[src/rtl/magcmp_pkg.sv]
// Package: shared types for the magnitude comparator stage.
// Assumes: a relation is carried as three flags, legal when one-hot.
package magcmp_pkg;

    // Result of a compare: greater, equal, less.
    typedef struct packed {
        logic gt;
        logic eq;
        logic lt;
    } rel_t;

    // Verdict an isolated (least significant) stage must receive.
    localparam rel_t REL_NEUTRAL = '{gt: 1'b0, eq: 1'b1, lt: 1'b0};

endpackage

[src/rtl/magcmp_bitcell.sv]
// Module: per-bit relation cells for two operands.
// Assumes: nothing; one greater/equal pair per bit position.
module magcmp_bitcell #(
    parameter int W = 4
) (
    input  logic [W-1:0] a,
    input  logic [W-1:0] b,
    output logic [W-1:0] bit_gt,
    output logic [W-1:0] bit_eq
);

    for (genvar i = 0; i < W; i++) begin : g_cell
        // Bit i of A wins when it is 1 and B's bit is 0.
        assign bit_gt[i] = a[i] & ~b[i];
        // Bit i matches when both bits agree.
        assign bit_eq[i] = ~(a[i] ^ b[i]);
    end

endmodule

[src/rtl/magcmp_prio.sv]
// Module: MSB-first priority scan over per-bit relations.
// Assumes: bit_gt and bit_eq come from magcmp_bitcell (never both high).
// The first differing bit from the top decides the local verdict.
module magcmp_prio #(
    parameter int W = 4
) (
    input  logic [W-1:0] bit_gt,
    input  logic [W-1:0] bit_eq,
    output logic         loc_gt,
    output logic         loc_eq,
    output logic         loc_lt
);

    logic [W:0]   eq_above;
    logic [W-1:0] gt_hit;
    logic [W-1:0] lt_hit;

    assign eq_above[W] = 1'b1;

    for (genvar i = W - 1; i >= 0; i--) begin : g_scan
        // Prefix of equal bits from the MSB down to bit i.
        assign eq_above[i] = eq_above[i+1] & bit_eq[i];
        // Bit i decides "greater" when every higher bit matched.
        assign gt_hit[i]   = eq_above[i+1] & bit_gt[i];
        // Bit i decides "less" when every higher bit matched.
        assign lt_hit[i]   = eq_above[i+1] & ~bit_eq[i] & ~bit_gt[i];
    end

    // Collapse the per-bit decisions into the local verdict.
    assign loc_gt = |gt_hit;
    assign loc_lt = |lt_hit;
    assign loc_eq = eq_above[0];

endmodule

[src/rtl/magcmp_merge.sv]
// Module: merges the local verdict with the lower-stage verdict.
// Assumes: the local verdict is one-hot.
// Equal operands pass the cascade through unchanged.
module magcmp_merge
    import magcmp_pkg::*;
(
    input  rel_t loc,
    input  rel_t casc,
    output rel_t res
);

    // Local verdict wins unless the local operands are equal.
    always_comb begin
        if (loc.eq) res = casc;
        else        res = '{gt: loc.gt, eq: 1'b0, lt: loc.lt};
    end

endmodule

[src/rtl/magcmp_stage.sv]
// Module: cascadable unsigned magnitude comparator stage (top).
// Assumes: the LS stage of a chain receives casc = {0,1,0}; combinational.
module magcmp_stage
    import magcmp_pkg::*;
#(
    parameter int W = 4
) (
    input  logic [W-1:0] a_i,
    input  logic [W-1:0] b_i,
    input  logic         casc_gt_i,
    input  logic         casc_eq_i,
    input  logic         casc_lt_i,
    output logic         gt_o,
    output logic         eq_o,
    output logic         lt_o
);

    logic [W-1:0] bit_gt;
    logic [W-1:0] bit_eq;
    rel_t         loc;
    rel_t         casc;
    rel_t         res;

    magcmp_bitcell #(.W(W)) u_cell (
        .a      (a_i),
        .b      (b_i),
        .bit_gt (bit_gt),
        .bit_eq (bit_eq)
    );

    magcmp_prio #(.W(W)) u_prio (
        .bit_gt (bit_gt),
        .bit_eq (bit_eq),
        .loc_gt (loc.gt),
        .loc_eq (loc.eq),
        .loc_lt (loc.lt)
    );

    // Pack the cascade pins into a relation.
    assign casc = '{gt: casc_gt_i, eq: casc_eq_i, lt: casc_lt_i};

    magcmp_merge u_merge (
        .loc  (loc),
        .casc (casc),
        .res  (res)
    );

    // Drive the result pins.
    assign gt_o = res.gt;
    assign eq_o = res.eq;
    assign lt_o = res.lt;

endmodule

[config.mk]
export PLATFORM = sky130hd
export DESIGN_NAME = magcmp_stage
export DESIGN_NICKNAME = d
export VERILOG_FILES = /design/src/rtl/magcmp_pkg.sv /design/src/rtl/magcmp_bitcell.sv /design/src/rtl/magcmp_prio.sv /design/src/rtl/magcmp_merge.sv /design/src/rtl/magcmp_stage.sv
export SDC_FILE = /design/constraint.sdc
export NUM_CORES = 1
export LEC_CHECK = 0
export BUFFER_PORTS_ARGS = -buffer_cell sky130_fd_sc_hd__buf_4
export CAP_MARGIN = 5
export CORE_AREA = 8 8 45 47
export DETAILED_ROUTE_END_ITERATION = 16
export DIE_AREA = 0 0 53 55
export RECOVER_POWER = 25
export SLEW_MARGIN = 10
export SYNTH_ARGS = -nofsm -noshare
export SYNTH_HDL_FRONTEND = slang
export SYNTH_HIERARCHICAL = 1
export SYNTH_SLANG_ARGS = --single-unit
[constraint.sdc]
create_clock -name vclk -period 2.9
set_input_delay 0.435 -clock vclk [all_inputs]
set_output_delay 0.435 -clock vclk [all_outputs]
set_load 0.02 [all_outputs]
==> impl_metrics.toml, run 1 <==
[run_status]
status = "complete, no violations"

[place]
pre_cts_ws_ps = 764
gp_congestion = 0.595
io_buffer_count = 14
placement.cell_area_um2 = 280

[critical_path]
end_kind = "primary output"
arrival_ps = 1690
cp_slowest_cell = "mux2_2"
cp_data_required_time_ps = 2470
crit_path_max_fanout = 5
start_kind = "primary input"
crit_chain = "buf_4 > ha_1 > nand2_1 > nor2_1 > mux2_2 > buf_4"
cpPeakStageDelay_ps = 360
cpMostUsedCell = "buf_4"
crit_type = "in2out"

[power]
p_leak_nw = 0.148
p_int_uw = 28.4
p_comb_share_pct = 100.0
p_sw_uw = 23.7
p_clk_share_pct = 0
power_switching_share_pct = 45.5
power.density_nw_per_um2 = 188
power_frac_seq_pct = 0
ir_worst_vdd_uv = 43.0

[finish]
fin_nets = 55
diodes = 0
nClkBuffers = 0
seq_cells = 0
seqCellArea_um2 = 0
drive_above_1_share_pct = 42.1
fillers = 162
utilization_pct = 20.0
final_cell_area_um2 = 277
syn_to_final_growth_pct = 78.2

[yosys]
synth_area_leaders = "ha_1 32%, mux2_2 15%, a21oi_1 13%, inv_1 9.7%, nor2_1 9.7%"
synth_top_family_by_area = "adder cells"
syn_area_per_cell_um2 = 6.46
synth_cells = 24
synth_compound_area_share_pct = 20.2
synth_area_leader_cell = "ha_1"
synthesis.area_um2 = 155
syn-num-nets = 39
synthSimpleGateAreaFrac_pct = 23.4
netlist.area_leader.share_pct = 32.3
synth_mux_area_share_pct = 14.5
synth_fa_ha_area_share_pct = 32.3
ys_seq_area_share_pct = 0
synth_commonest_cells = "4 x a21oi_1, 4 x ha_1, 4 x inv_1, 4 x nor2_1"
ys_types = 10
synth_xor_area_share_pct = 0
ys_warn_count = 6

[floorplanning]
coreArea_um2 = 1380
rows = 14
die_w_um = 53
boundaryPins = 14
initial_core_util_pct = 11.2
die_h_um = 55
die-area_um2 = 2920

[global_routing]
antenna_found_initial = 0
grt_max_degree = 6
grt_first_pass_wirelength_um = 627
grtUsageTotal_pct = 2.67
grt-ovfl-total = 0
grt_pass1_vias = 161

[timing]
setup_viol = 0
worstMarginPinSlew_ps = 258
setup_tns_ps = 0
drv_slew = 0
fin_crit_sh_pct = 73.2
hold_violations = 0
fin_crit_ps = 2120
postLayoutSetupSlackWorst_ps = 777
max_clock_freq_mhz = 471
rsz0062_at_grt = "no"
slew_headroom_pct = 82.9

[route]
vias = 189
drt-total-wl_um = 440
first_pass_iters = 4
via_per_inst = 3.50
ant_nets = 0
drtIter0Drc = 2
drc = 0
wl_per_cell_um = 8.15

[job]
maxCapViolCount = 0

[cts]
cts_setup_buffers = 0
cts_resized = 0
hold_buffers = 0

[hold_path]
hold_depth = 3
hold_path_class = "in2out"
cells in the final DEF, fill, tap and decap left out:
cell	synthesis	layout
buf_4	0	13
inv_1	4	4
ha_1	4	4
nor2_1	4	4
a21oi_1	4	4
mux2_2	2	2
nand2_1	2	2
clkbuf_1	0	1
and2_2	1	1
o21ai_1	1	1
nand2b_1	1	1
a31oi_1	1	1
worst max-delay path, delay by kind of cell:
family / cells / cell delay (ps)
fa+ha+maj: 1 / 340
buf+inv: 2 / 270
simple gates: 2 / 300
mux: 1 / 360
power groups by stage:
stage / clock [mW] / combinational [mW] / sequential [mW]
after floorplan: 0 / 0.0306 / 0
after global placement: 0 / 0.0523 / 0
after detailed placement: 0 / 0.0529 / 0
after CTS: 0 / 0.0531 / 0
after global routing: 0 / 0.0578 / 0
final: 0 / 0.0521 / 0
cell families (layout without fill, tap and decap cells):
logic type | after synthesis | in the layout
mux | 2 | 2
compound gates | 6 | 6
buf+inv | 4 | 18
simple gates | 8 | 8
fa+ha+maj | 4 | 4
layout make-up:
type	instances	area [um^2]	share of cell area, %
multi-input combinational	20	140	50.7
timing repair buffer	14	101	36.7
tap	16	20.0	7.24
inverter	4	15.0	5.43
per-layer routing:
metal	share of wire, %	vias to the layer above	GRT usage [%]
li1	-	110	-
met1	43	71	3.47
met2	45	8	4.30
met3	12	0	1.07
met4	0	0	0
met5	0	-	0
worst paths after layout:
kind | start | endpoint | slack [ps]
max | a_i[3] | lt_o | 780
min | casc_gt_i | gt_o | 1200
through the flow:
stage,hold WS (ps),std cells,power (mW)
floorplan,1050,24,0.0306
global placement,1200,54,0.0523
finish,1200,54,0.0521
CTS,1190,54,0.0531
global route,1220,54,0.0578
detailed placement,1190,54,0.0529
Power figures use the tool's default switching activity.
==> run 2: changes to the inputs <==
- clock period: 2.9 -> 1.97 ns (I/O delays scaled with it)
==> impl_metrics.toml, run 2 (synthesis results as in run 1) <==
[job]
maxCapViolCount = 0

[finish]
drive_above_1_share_pct = 42.1
layout_commonest_cell = "buf_4"
seqCellArea_um2 = 0
final_cell_mix = "13 x buf_4, 4 x inv_1, 4 x ha_1, 4 x nor2_1, 4 x a21oi_1"
diodes = 0
syn_to_final_growth_pct = 78.2
seq_cells = 0
utilization_pct = 20.0
final_cell_area_um2 = 277
nClkBuffers = 0
fin_nets = 55

[timing]
drv_slew = 0
worstMarginPinSlew_ps = 258
setup_viol = 0
fin_crit_sh_pct = 93.8
max_clock_freq_mhz = 541
hold_violations = 0
slew_headroom_pct = 82.9
rsz0062_at_grt = "no"
setup_tns_ps = 0
fin_crit_ps = 1850
whs_ps = 923

[place]
io_buffer_count = 14
placement.cell_area_um2 = 280
gp_congestion = 0.580
dpl.hpwl_um = 444

[cts]
cts_setup_buffers = 0
cts_resized = 0
hold_buffers = 0

[route]
wl_per_cell_um = 8.50
drtIter0Drc = 3
drc = 0
via_per_inst = 3.61
vias = 195
drt-total-wl_um = 459
ant_nets = 0
first_pass_iters = 4

[critical_path]
cp-startpoint = "a_i[3]"
path_delay_family = "multiplexers"
cpMostUsedCell = "buf_4"
crit_chain = "buf_4 > ha_1 > nand2_1 > nor2_1 > mux2_2 > buf_4"
end_kind = "primary output"
start_kind = "primary input"
cp_slowest_cell = "mux2_2"
cpPeakStageDelay_ps = 360
cp_data_required_time_ps = 1670
crit_path_max_fanout = 5
crit_buf_inv = 2
crit_type = "in2out"
critPathCapture = "lt_o"
arrival_ps = 1550
cp.depth = 6

[power]
power.density_nw_per_um2 = 280
ir_worst_vdd_uv = 60.4
p_leak_nw = 0.148

[global_routing]
grt_max_degree = 6
grt_pass1_vias = 182
grt_first_pass_wirelength_um = 669
grt-ovfl-total = 0
grtUsageTotal_pct = 2.83
antenna_found_initial = 0

[floorplanning]
boundaryPins = 14
die_h_um = 55
initial_core_util_pct = 11.2
die-area_um2 = 2920
coreArea_um2 = 1380
die_w_um = 53
rows = 14

[run_status]
status = "complete, no violations"

[hold_path]
min-delay-start = "casc_lt_i"
hold_path_class = "in2out"
-- run 2: cell counts in the layout (fill, tap and decap cells not counted) --
No cell type changed its count.
-- run 2: final cells by class --
class              instances  area, um^2
fillers                  167        1110
inverters                  4        15.0
multi-input cells         20         140
well taps                 16        20.0
repair buffers            14         101
-- run 2: worst min path at each step --
stage               depth (start not counted)   end  slack (ps)
floorplan                                   1  eq_o         770
global placement                            3  eq_o         910
detailed placement                          3  eq_o         920
CTS                                         3  eq_o         920
global route                                3  lt_o         940
finish                                      3  lt_o         920
-- run 2: per-layer routing --
layer / wire, um / GRT usage, % / part of all wire (%)
met1: 195 / 3.17 / 42
met2: 224 / 5.66 / 49
met3: 39 / 0.535 / 8.5
met4: 0 / 0 / 0
met5: 0 / 0 / 0
-- run 2: through the flow --
| stage | total power, mW | setup WS, ps | instances |
|---|---|---|---|
| 5_1_grt | 0.0850 | 32.7 | 54 |
| 6_report | 0.0774 | 122 | 54 |
| 3_3_place_gp | 0.0776 | 99.9 | 54 |
| 3_5_place_dp | 0.0790 | 95.1 | 54 |
| 4_1_cts | 0.0794 | 91.9 | 54 |
| 2_1_floorplan | 0.0450 | 390 | 24 |
-- run 2: report_power, final --
group          internal, mW  switching (mW)  leakage [nW]
clock                     0               0             0
sequential                0               0             0
combinational        0.0418          0.0355         0.148
